### src/rtl/irqmap_pkg.sv
package irqmap_pkg;

    localparam int REG_W      = 32;
    localparam int ENABLE_BIT = 31;

    // Legacy line to vector translation: bit 6 = has a vector, bits 5:0 = vector.
    function automatic logic [6:0] isa_route(input int line);
        case (line)
            1:       return {1'b1, 6'h29};
            4:       return {1'b1, 6'h2B};
            6:       return {1'b1, 6'h27};
            7:       return {1'b1, 6'h22};
            12:      return {1'b1, 6'h2A};
            default: return 7'd0;
        endcase
    endfunction

endpackage

### src/rtl/irqmap_regs.sv
module irqmap_regs
    import irqmap_pkg::*;
#(
    parameter int                NP        = 8,
    parameter int                NO        = 16,
    parameter int                ADDR_W    = 16,
    parameter logic [ADDR_W-1:0] PCI_BASE  = 16'h0C00,
    parameter logic [ADDR_W-1:0] OB_BASE   = 16'h1000,
    parameter logic [REG_W-1:0]  PROT_MASK = 32'h7FFF_FFFF
) (
    input  logic              clk,
    input  logic              rst_n,
    input  logic              reg_valid,
    input  logic              reg_write,
    input  logic [ADDR_W-1:0] reg_addr,
    input  logic [REG_W-1:0]  reg_wdata,
    output logic [REG_W-1:0]  reg_rdata,
    output logic [NP-1:0]     pci_en,
    output logic [NO-1:0]     ob_en
);

    localparam int PIDX_W = (NP > 1) ? $clog2(NP) : 1;
    localparam int OIDX_W = (NO > 1) ? $clog2(NO) : 1;
    localparam logic [ADDR_W-1:0] PCI_SPAN = ADDR_W'(NP * 8);
    localparam logic [ADDR_W-1:0] OB_SPAN  = ADDR_W'(NO * 8);

    typedef struct packed {
        logic [NP-1:0][REG_W-1:0] pci;
        logic [NO-1:0][REG_W-1:0] ob;
    } state_t;

    function automatic state_t reset_state();
        state_t s;
        s = '0;
        for (int i = 0; i < NP; i++) begin
            s.pci[i] = (REG_W'(32'h1F) << 6) | (REG_W'(i) << 2);
        end
        return s;
    endfunction

    localparam state_t RST_STATE = reset_state();

    state_t state_d, state_q;

    logic [ADDR_W-1:0] pci_off, ob_off;
    logic              pci_hit, ob_hit, word_sel;
    logic [PIDX_W-1:0] pidx;
    logic [OIDX_W-1:0] oidx;

    always_comb begin
        pci_off  = reg_addr - PCI_BASE;
        ob_off   = reg_addr - OB_BASE;
        pci_hit  = (pci_off < PCI_SPAN);
        ob_hit   = (ob_off < OB_SPAN);
        word_sel = reg_addr[2];
        pidx     = pci_off[3 +: PIDX_W];
        oidx     = ob_off[3 +: OIDX_W];
    end

    // Next-state computation
    always_comb begin
        state_d = state_q;
        if (reg_valid && reg_write && word_sel) begin
            if (pci_hit) begin
                state_d.pci[pidx] = (state_q.pci[pidx] & PROT_MASK) | (reg_wdata & ~PROT_MASK);
            end else if (ob_hit) begin
                state_d.ob[oidx] = (state_q.ob[oidx] & PROT_MASK) | (reg_wdata & ~PROT_MASK);
            end
        end
    end

    always_ff @(posedge clk) begin
        if (!rst_n) begin
            state_q <= RST_STATE;
        end else begin
            state_q <= state_d;
        end
    end

    always_comb begin
        reg_rdata = '0;
        if (reg_valid && !reg_write && word_sel) begin
            if (pci_hit) begin
                reg_rdata = state_q.pci[pidx];
            end else if (ob_hit) begin
                reg_rdata = state_q.ob[oidx];
            end
        end
    end

    generate
        for (genvar i = 0; i < NP; i++) begin : g_pen
            assign pci_en[i] = state_q.pci[i][ENABLE_BIT];
        end
        for (genvar k = 0; k < NO; k++) begin : g_oen
            assign ob_en[k] = state_q.ob[k][ENABLE_BIT];
        end
    endgenerate

endmodule

### src/rtl/irqmap_isa_xlat.sv
module irqmap_isa_xlat
    import irqmap_pkg::*;
#(
    parameter int ISA_N    = 16,
    parameter int NO       = 16,
    parameter int OB_FIRST = 32
) (
    input  logic [ISA_N-1:0] isa_irq,
    output logic [NO-1:0]    ob_from_isa
);

    always_comb begin
        ob_from_isa = '0;
        for (int k = 0; k < NO; k++) begin
            for (int l = 0; l < ISA_N; l++) begin
                if (isa_route(l) == {1'b1, 6'(OB_FIRST + k)}) begin
                    ob_from_isa[k] = ob_from_isa[k] | isa_irq[l];
                end
            end
        end
    end

endmodule

### src/rtl/irqmap_gate.sv
module irqmap_gate #(
    parameter int NP  = 8,
    parameter int LPR = 4,
    parameter int NO  = 16
) (
    input  logic [NP*LPR-1:0]    pci_lvl,
    input  logic [NO-1:0]        ob_lvl,
    input  logic [NP-1:0]        pci_en,
    input  logic [NO-1:0]        ob_en,
    output logic [NP*LPR+NO-1:0] ivec
);

    localparam int NPL = NP * LPR;

    generate
        for (genvar n = 0; n < NPL; n++) begin : g_pci
            assign ivec[n] = pci_lvl[n] & pci_en[n / LPR];
        end
        for (genvar k = 0; k < NO; k++) begin : g_ob
            assign ivec[NPL + k] = ob_lvl[k] & ob_en[k];
        end
    endgenerate

endmodule

### src/rtl/irq_map_ctrl.sv
module irq_map_ctrl
    import irqmap_pkg::*;
#(
    parameter int                NP        = 8,
    parameter int                LPR       = 4,
    parameter int                NO        = 16,
    parameter int                ISA_N     = 16,
    parameter int                ADDR_W    = 16,
    parameter logic [ADDR_W-1:0] PCI_BASE  = 16'h0C00,
    parameter logic [ADDR_W-1:0] OB_BASE   = 16'h1000,
    parameter logic [REG_W-1:0]  PROT_MASK = 32'h7FFF_FFFF
) (
    input  logic                 clk,
    input  logic                 rst_n,
    input  logic                 reg_valid,
    input  logic                 reg_write,
    input  logic [ADDR_W-1:0]    reg_addr,
    input  logic [REG_W-1:0]     reg_wdata,
    output logic [REG_W-1:0]     reg_rdata,
    input  logic [NP*LPR-1:0]    pci_irq,
    input  logic [NO-1:0]        ob_irq,
    input  logic [ISA_N-1:0]     isa_irq,
    output logic [NP*LPR+NO-1:0] ivec
);

    localparam int NPL = NP * LPR;

    logic [NP-1:0] pci_en;
    logic [NO-1:0] ob_en;
    logic [NO-1:0] ob_from_isa;
    logic [NO-1:0] ob_lvl;

    irqmap_regs #(
        .NP(NP), .NO(NO), .ADDR_W(ADDR_W),
        .PCI_BASE(PCI_BASE), .OB_BASE(OB_BASE), .PROT_MASK(PROT_MASK)
    ) u_regs (
        .clk(clk), .rst_n(rst_n),
        .reg_valid(reg_valid), .reg_write(reg_write),
        .reg_addr(reg_addr), .reg_wdata(reg_wdata), .reg_rdata(reg_rdata),
        .pci_en(pci_en), .ob_en(ob_en)
    );

    irqmap_isa_xlat #(
        .ISA_N(ISA_N), .NO(NO), .OB_FIRST(NPL)
    ) u_xlat (
        .isa_irq(isa_irq), .ob_from_isa(ob_from_isa)
    );

    assign ob_lvl = ob_irq | ob_from_isa;

    irqmap_gate #(
        .NP(NP), .LPR(LPR), .NO(NO)
    ) u_gate (
        .pci_lvl(pci_irq), .ob_lvl(ob_lvl),
        .pci_en(pci_en), .ob_en(ob_en), .ivec(ivec)
    );

endmodule

### config.mk
export PLATFORM = sky130hd
export DESIGN_NAME = irq_map_ctrl
export DESIGN_NICKNAME = d
export VERILOG_FILES = /design/src/rtl/irqmap_pkg.sv /design/src/rtl/irqmap_regs.sv /design/src/rtl/irqmap_isa_xlat.sv /design/src/rtl/irqmap_gate.sv /design/src/rtl/irq_map_ctrl.sv
export SDC_FILE = /design/constraint.sdc
export NUM_CORES = 1
export LEC_CHECK = 0
export ABC_AREA = 1
export BUFFER_PORTS_ARGS = -buffer_cell sky130_fd_sc_hd__buf_4
export CORE_ASPECT_RATIO = 1.5
export CORE_UTILIZATION = 40
export CTS_CLUSTER_DIAMETER = 60
export DETAILED_ROUTE_END_ITERATION = 12
export PLACE_DENSITY = 0.55
export SYNTH_ARGS = -nofsm -noshare
export SYNTH_HDL_FRONTEND = slang
export SYNTH_SLANG_ARGS = --single-unit
### constraint.sdc
create_clock -name clk -period 1.7 [get_ports clk]
set_clock_uncertainty 0.15 [all_clocks]
set_input_delay 0 -clock clk [delete_from_list [all_inputs] [get_ports clk]]
set_output_delay 0 -clock clk [all_outputs]
set_load 0.01 [all_outputs]
======== Yosys cells after proc, flatten, opt, wreduce, memory -nomap -nowiden ========
Index checks and enable logic that the tools add are counted.
storage, ports and cells
  output and inout port bits .............. 80
  logic and storage cells ................. 106
  register bits ........................... 768
  input bits .............................. 116
operators by class
  mux-type cells .......................... 13
  magnitude comparators ................... 6
  $add $sub $neg .......................... 2
  reduce and logical (&&, ||, !) cells .... 9
  bitwise operators ....................... 52
operators with widths
  cell                                                                number
  bitwise mux 512 bit                                                 1
  bitwise mux 256 bit                                                 1
  2-to-1 mux 32 bit                                                   7
  binary-select mux 32 bit (select 4 bit)                             1
  demux 32 bit (select 4 bit)                                         1
  binary-select mux 32 bit (select 3 bit)                             1
  demux 32 bit (select 3 bit)                                         1
  OR 31 x 32 -> 32 bit                                                2
  bitwise AND 1 bit                                                   48
  less-than comparator 16 x 7 -> 1 bit (second input constant)        1
  less-than comparator 16 x 8 -> 1 bit (second input constant)        1
  OR 16 x 12 -> 16 bit                                                1
  subtractor 16 x 12 -> 16 bit (second input constant)                1
  subtractor 16 x 13 -> 16 bit (second input constant)                1
  logical AND 1 bit                                                   6
  less-than comparator 4 x 5 -> 1 bit (second input constant)         1
  greater-or-equal comparator 4 x 1 -> 1 bit (second input constant)  1
  less-than comparator 3 x 4 -> 1 bit (second input constant)         1
  greater-or-equal comparator 3 x 1 -> 1 bit (second input constant)  1
  AND reduction 3 bit                                                 1
  AND reduction 2 bit                                                 1
  logical NOT 1 bit                                                   1
  NOT 1 bit                                                           1

======== Depth between registers and ports, before layout ========
  depth after elaboration ................. 6
  gate-level depth with buffers ........... 13
  mapped depth without buffers ............ 10

======== By module ========
Synthesis repeated with hierarchy kept, for this count alone.
unflattened totals
  cells, all modules ...................... 4615
  area total of the unflattened synthesis .. 30671.9 um^2
modules (own cells, without submodules)
  module           times used  cells an instance  sequential area each (um^2)  area an instance (um^2)
  irqmap_regs      1           4454               15374.7                      30007.5
  irqmap_gate      1           96                 0.0                          360.3
  irq_map_ctrl     1           48                 0.0                          180.2
  irqmap_isa_xlat  1           17                 0.0                          123.9

======== Least setup slack after synthesis ========
No wires, ideal clock.
  path type ............................... input to output
  start point ............................. in reg_addr[4]
  end point ............................... out reg_rdata[1]
  required time ........................... 1.550 ns
  arrival time ............................ 1.130 ns
  path buffers ............................ 3
  cell stages on the path ................. 10
  path slack .............................. 0.420 ns
  cell sequence ........................... buf_2 inv_1 buf_2 buf_1 nand2_1 nand2_1 nand2_1 nand2_1 o21ai_1 a21oi_1
between the ends
  cells in the longest elaborated chain, start to end .. 6
  elaborated cells between the ends (all ways) .. 11
  classes of those cells .................. add/sub (2); order compare (2); mux (7)
ends and longest elaborated chain
  item                                                                                  RTL line            RTL
  from (decl)                                                                           irq_map_ctrl.sv:17  input logic [ADDR_W-1:0] reg_addr,
  parallel branches: the longest is 4 deep, another holds subtractor 16 x 13 -> 16 bit  n/a
  2-to-1 mux 32 bit *                                                                   irqmap_regs.sv:83   if (pci_hit) begin
  2-to-1 mux 32 bit *                                                                   irqmap_regs.sv:82   if (reg_valid && !reg_write && word_sel) begin
  to (decl)                                                                             irq_map_ctrl.sv:19  output logic [REG_W-1:0] reg_rdata,
Mark *: on every way between the ends. The select of a mux whose other input is x is not followed.

======== Worst setup path in the final report ========
  start point ............................. reg u_regs.state_q, in the netlist u_regs.ob_en[5]
  end point ............................... out reg_rdata[31]
between the ends
  cells in the longest elaborated chain, start to end .. 5
ends and longest elaborated chain
  item                                     RTL line           RTL
  from (decl)                              irqmap_regs.sv:43  state_t state_d, state_q;
  from (signal assigned)                   irqmap_regs.sv:76  state_q <= state_d;
  binary-select mux 32 bit (select 4 bit)  irqmap_regs.sv:86  reg_rdata = state_q.ob[oidx];
  2-to-1 mux 32 bit                        n/a
  2-to-1 mux 32 bit                        irqmap_regs.sv:85  end else if (ob_hit) begin
  2-to-1 mux 32 bit                        irqmap_regs.sv:83
  2-to-1 mux 32 bit                        irqmap_regs.sv:82
No other way between the ends. The select of a mux whose other input is x is not followed.

==> impl.org <==
** Worst setup path
- For the worst setup path, the data arrival time is 1880 ps.
- The critical path is of the reg -> out type.
- Endpoint of the most critical register-to-register path :: u_regs.pci_en[4]$_SDFFE_PN0P_
- Origin of the critical flop-to-flop path :: u_regs.pci_en[4]$_SDFFE_PN0P_
- STA classifies the critical path startpoint as a flop.
- Setup crit end kind :: output pin
- Measured in cells, the most critical reg-to-reg path has a length of 4.
- Data required time of the worst path :: 1550 ps
- Top fanout value on the critical path :: 2
- For flop-to-flop paths, the worst setup slack is 810 ps.

** STA
- Based on the critical path, the design can be clocked at up to 0.4920 GHz.
- Minimum setup slack in the final design :: -332.7 ps
- Transition at the pin with the smallest max-transition slack :: 439.9 ps
- Final Max Slew Viols :: 0
- Period minus WS final :: 2033 ps
- Unrepaired setup endpoints after global routing :: true
- The number of hold violations in the final report is 0.
- Final count of negative-setup-slack endpoints :: 32
- Dividing the final minimum period by the clock period gives 119.6%.
- Headroom to the max-slew limit came out at 70.67%.

** Yosys
- Top cells by area in the synthesized netlist :: sky130_fd_sc_hd__dfxtp_1, sky130_fd_sc_hd__nand2_1, sky130_fd_sc_hd__inv_1
- Net count after synthesis :: 4657
- The biggest area contributor in the post-synthesis netlist is sky130_fd_sc_hd__dfxtp_1.
- Synthesis instantiated 22 different standard cells from the library.
- Sequential elements use 50.76% of the synthesized area.
- Per-instance average area after synthesis :: 6.670 um2
- Mapped cell area :: 30290 um2
- In the synthesized netlist, the number of instances is 4541.
- Yosys warnings :: 0
- After synthesis, the largest area contributor takes up 50.76% of total cell area.
- Register bit total from synthesis :: 768

** Detailed routing
- Post-detailed-route wirelength per cell :: 12.80 um
- Using the TritonRoute via totals, the vias-per-cell ratio works out to 4.357.
- In the routed design, unresolved DRC markers number 0.
- DRC marker count from the first detailed-route iteration :: 1478
- Wire length reported by the detailed router :: 74160 um
- Detailed-router iteration count before antenna repair :: 5
- Number of vias in the routed layout :: 25250
- The count of nets left with antenna violations once routing finished came out at 0.

** Die
- In this run the vertical extent of the chip is 339.0 um.
- Number of rows created at floorplan :: 123
- DIE WIDTH :: 226.7 um
- Pin placement for this block handled 196 I/O pins.
- For this configuration, the core starts out at a cell density of 40.41%.
- Die area :: 76840 um2
- Placeable core region :: 74950 um2

** Run status
- Violations in the final reports :: setup timing
- Status :: complete, but fails checks

** Min path
- Counting instances, the worst hold path has a depth of 8.
- The min-delay analysis places its worst path in the category in -> reg.
- The startpoint identified for the worst hold timing path is reg_addr[11].
- Hold Path End :: u_regs.pci_en[2]$_SDFFE_PN0P_

** Pwr
- Power comes to 37.02 mW.
- Pwr Density :: 992.5 nW/um2
- IR analysis of the VDD net gives a maximum drop of 0.7961 mV.
- Static Leakage :: 22.33 nW

** Job
- The tool flagged a number of max-cap violations equal to 0.

** Layout
- The net count of the finished layout is 4852.
- Relative to the synthesized area, the layout overhead comes to 23.14%.
- Number of non-filler instances in the completed layout :: 5794
- Cells with a size suffix above 1 make up 16.15% of the layout.
- Total inserted antenna cells :: 0

** Clocking
- The number of clock buffers added by TritonCTS is 75.
- Number of sinks on the clock net :: 768
- H-tree levels :: 3
- Clock latency at the later pin of the worst-skew pair :: 620 ps
- Clock tree from TritonCTS :: yes
- Clock slew at the register clock pins of the worst setup and hold paths :: 60 ps
- CTS placed an instance of sky130_fd_sc_hd__clkbuf_16 at the clock tree root.
- No sink is reached through more buffers than the 3 on the longest clock path.

** Global route
- GRT overflow :: 0
- Wire length of the first global-routing pass :: 120300 um
- Across every metal layer, demand over resource in global routing totals 19.54%.
- Pin count of the biggest net entering global routing :: 84
- The via count of the first global-routing pass came to 23540.
- The initial antenna violation count was 2.

** Placement
- Half-perimeter wire length after detailed placement :: 46970 um
- Post-placement cell count :: 5640
- The congestion estimate from routability-driven global placement came to 0.7630.
- Post-placement worst setup slack :: -429.9 ps
- Number of port buffers :: 151
-- state kept, by name, indices dropped and copies added, names as in the netlist --
signal and flops:
u_regs.ob_en 16, u_regs.state_q 744, u_regs.pci_en 8
-- layout make-up --
type                       count  area, um2
clock buffer                 108       2183
fill                        7523      37650
timing repair buffer         348       3390
inverter                     852       3208
clock inverter                27      376.6
tap                         1000       1251
multi-input combinational   2691      11330
sequential                   768      15560
-- through the flow --
step | hold slack [ps] | instance area [um2] | utilization (%) | setup TNS, ps
3_5_place_dp | 109.3 | 33660 | 44.92 | -14270
2_1_floorplan | -54.01 | 30290 | - | 0
4_1_cts | 3.602 | 36970 | 49.33 | -8143
3_3_place_gp | 107.5 | 33660 | 44.92 | -13050
5_1_grt | 73.36 | 37300 | 49.76 | -10060
6_report | 44.26 | 37300 | 49.76 | -6231
-- critical path, stage by stage, from the launching register on --
cell	delay (ps)
sky130_fd_sc_hd__dfxtp_2	330
sky130_fd_sc_hd__inv_1	50
sky130_fd_sc_hd__nand2_1	70
sky130_fd_sc_hd__nand2_1	60
sky130_fd_sc_hd__nand2_1	50
sky130_fd_sc_hd__nand2_1	60
sky130_fd_sc_hd__nand2_2	70
sky130_fd_sc_hd__nand3_4	90
sky130_fd_sc_hd__nor2_4	110
sky130_fd_sc_hd__nor2_2	40
sky130_fd_sc_hd__nor2_1	90
sky130_fd_sc_hd__buf_4	130
sky130_fd_sc_hd__buf_6	100
-- repair_timing --
| item | CTS | global route |
|---|---|---|
| gates resized for setup | 197 | 147 |
| pin swaps | 78 | 99 |
| setup endpoints to repair | 32 | 33 |
| endpoints found under the hold margin | 768 | 0 |
| hold buffers | 19 | 0 |
| buffers inserted | 0 | 2 |
-- cells in the mapped netlist, drive strengths merged --
cell     number
o21ai        35
o2111ai       2
nor3          5
clkinv        1
nand2      2296
nand4        59
nand3        52
inv         851
clkbuf       74
nor2        134
a21oi        82
dfxtp       768
a22oi        26
buf         156
-- cells by family (layout without fill, tap and decap cells) --
kind of cell	after synthesis	count (layout)	synth area share [%]
DFF	768	768	50.76
and+or+nand+nor	2546	2546	32.41
buffers and inverters	1082	1335	14.19
AOI/OAI and AO/OA	145	145	2.636
-- worst max-delay path by stage --
stage,startpoint,slack (ps),cells after the start,to
CTS,u_regs.ob_en[10]$_SDFFE_PN0P_,-470,12,reg_rdata[31]
global placement,reg_addr[8],-470,10,reg_rdata[11]
detailed placement,reg_addr[8],-430,10,reg_rdata[11]
floorplan,reg_addr[4],420,10,reg_rdata[1]
finish,u_regs.ob_en[5]$_SDFFE_PN0P_,-330,12,reg_rdata[31]
global route,u_regs.ob_en[6]$_SDFFE_PN0P_,-490,12,reg_rdata[31]
-- cells in the final DEF (no fill, tap or decap), types with 2 or more instances in the layout --
cell type / n
sky130_fd_sc_hd__o21ai_2: 11
sky130_fd_sc_hd__nor3_2: 2
sky130_fd_sc_hd__nor3_1: 2
sky130_fd_sc_hd__dfxtp_2: 146
sky130_fd_sc_hd__dfxtp_1: 622
sky130_fd_sc_hd__clkinv_2: 11
sky130_fd_sc_hd__buf_6: 4
sky130_fd_sc_hd__nor2_2: 6
sky130_fd_sc_hd__o21ai_1: 2
sky130_fd_sc_hd__a21oi_4: 3
sky130_fd_sc_hd__clkinvlp_4: 3
sky130_fd_sc_hd__nor2_1: 121
sky130_fd_sc_hd__nand3_2: 2
sky130_fd_sc_hd__nand2_2: 88
sky130_fd_sc_hd__dlygate4sd3_1: 19
sky130_fd_sc_hd__clkbuf_16: 77
sky130_fd_sc_hd__nand2_1: 2207
sky130_fd_sc_hd__o2111ai_1: 2
sky130_fd_sc_hd__a21oi_1: 51
sky130_fd_sc_hd__inv_1: 841
sky130_fd_sc_hd__a22oi_1: 26
sky130_fd_sc_hd__clkbuf_1: 17
sky130_fd_sc_hd__clkbuf_8: 15
sky130_fd_sc_hd__nor2_4: 7
sky130_fd_sc_hd__clkinv_8: 2
sky130_fd_sc_hd__bufinv_16: 8
sky130_fd_sc_hd__nand3_1: 49
sky130_fd_sc_hd__o21ai_4: 21
sky130_fd_sc_hd__buf_4: 267
sky130_fd_sc_hd__inv_6: 3
sky130_fd_sc_hd__inv_2: 8
sky130_fd_sc_hd__buf_12: 56
sky130_fd_sc_hd__a21oi_2: 28
sky130_fd_sc_hd__nand4_1: 59
-- power breakdown --
| part | switching (mW) | internal, mW | leakage (nW) | total [mW] |
|---|---|---|---|---|
| clock network | 7.08 | 10.2 | 1.25 | 17.3 |
| logic | 1.17 | 0.601 | 14.8 | 1.77 |
| registers | 0.0000111 | 18.0 | 6.26 | 18.0 |
-- routing by layer --
| layer | vias up | GRT usage, % | part of all wire (%) | routed length (um) |
|---|---|---|---|---|
| met5 | - | 0 | 0.027 | 20 |
| met2 | 364 | 33.42 | 48 | 35310 |
| li1 | 13410 | - | - | - |
| met1 | 11380 | 25.19 | 47 | 34500 |
| met4 | 4 | 5.405 | 1.9 | 1389 |
| met3 | 96 | 3.068 | 4.0 | 2942 |
(Power assumes the default switching activity.)
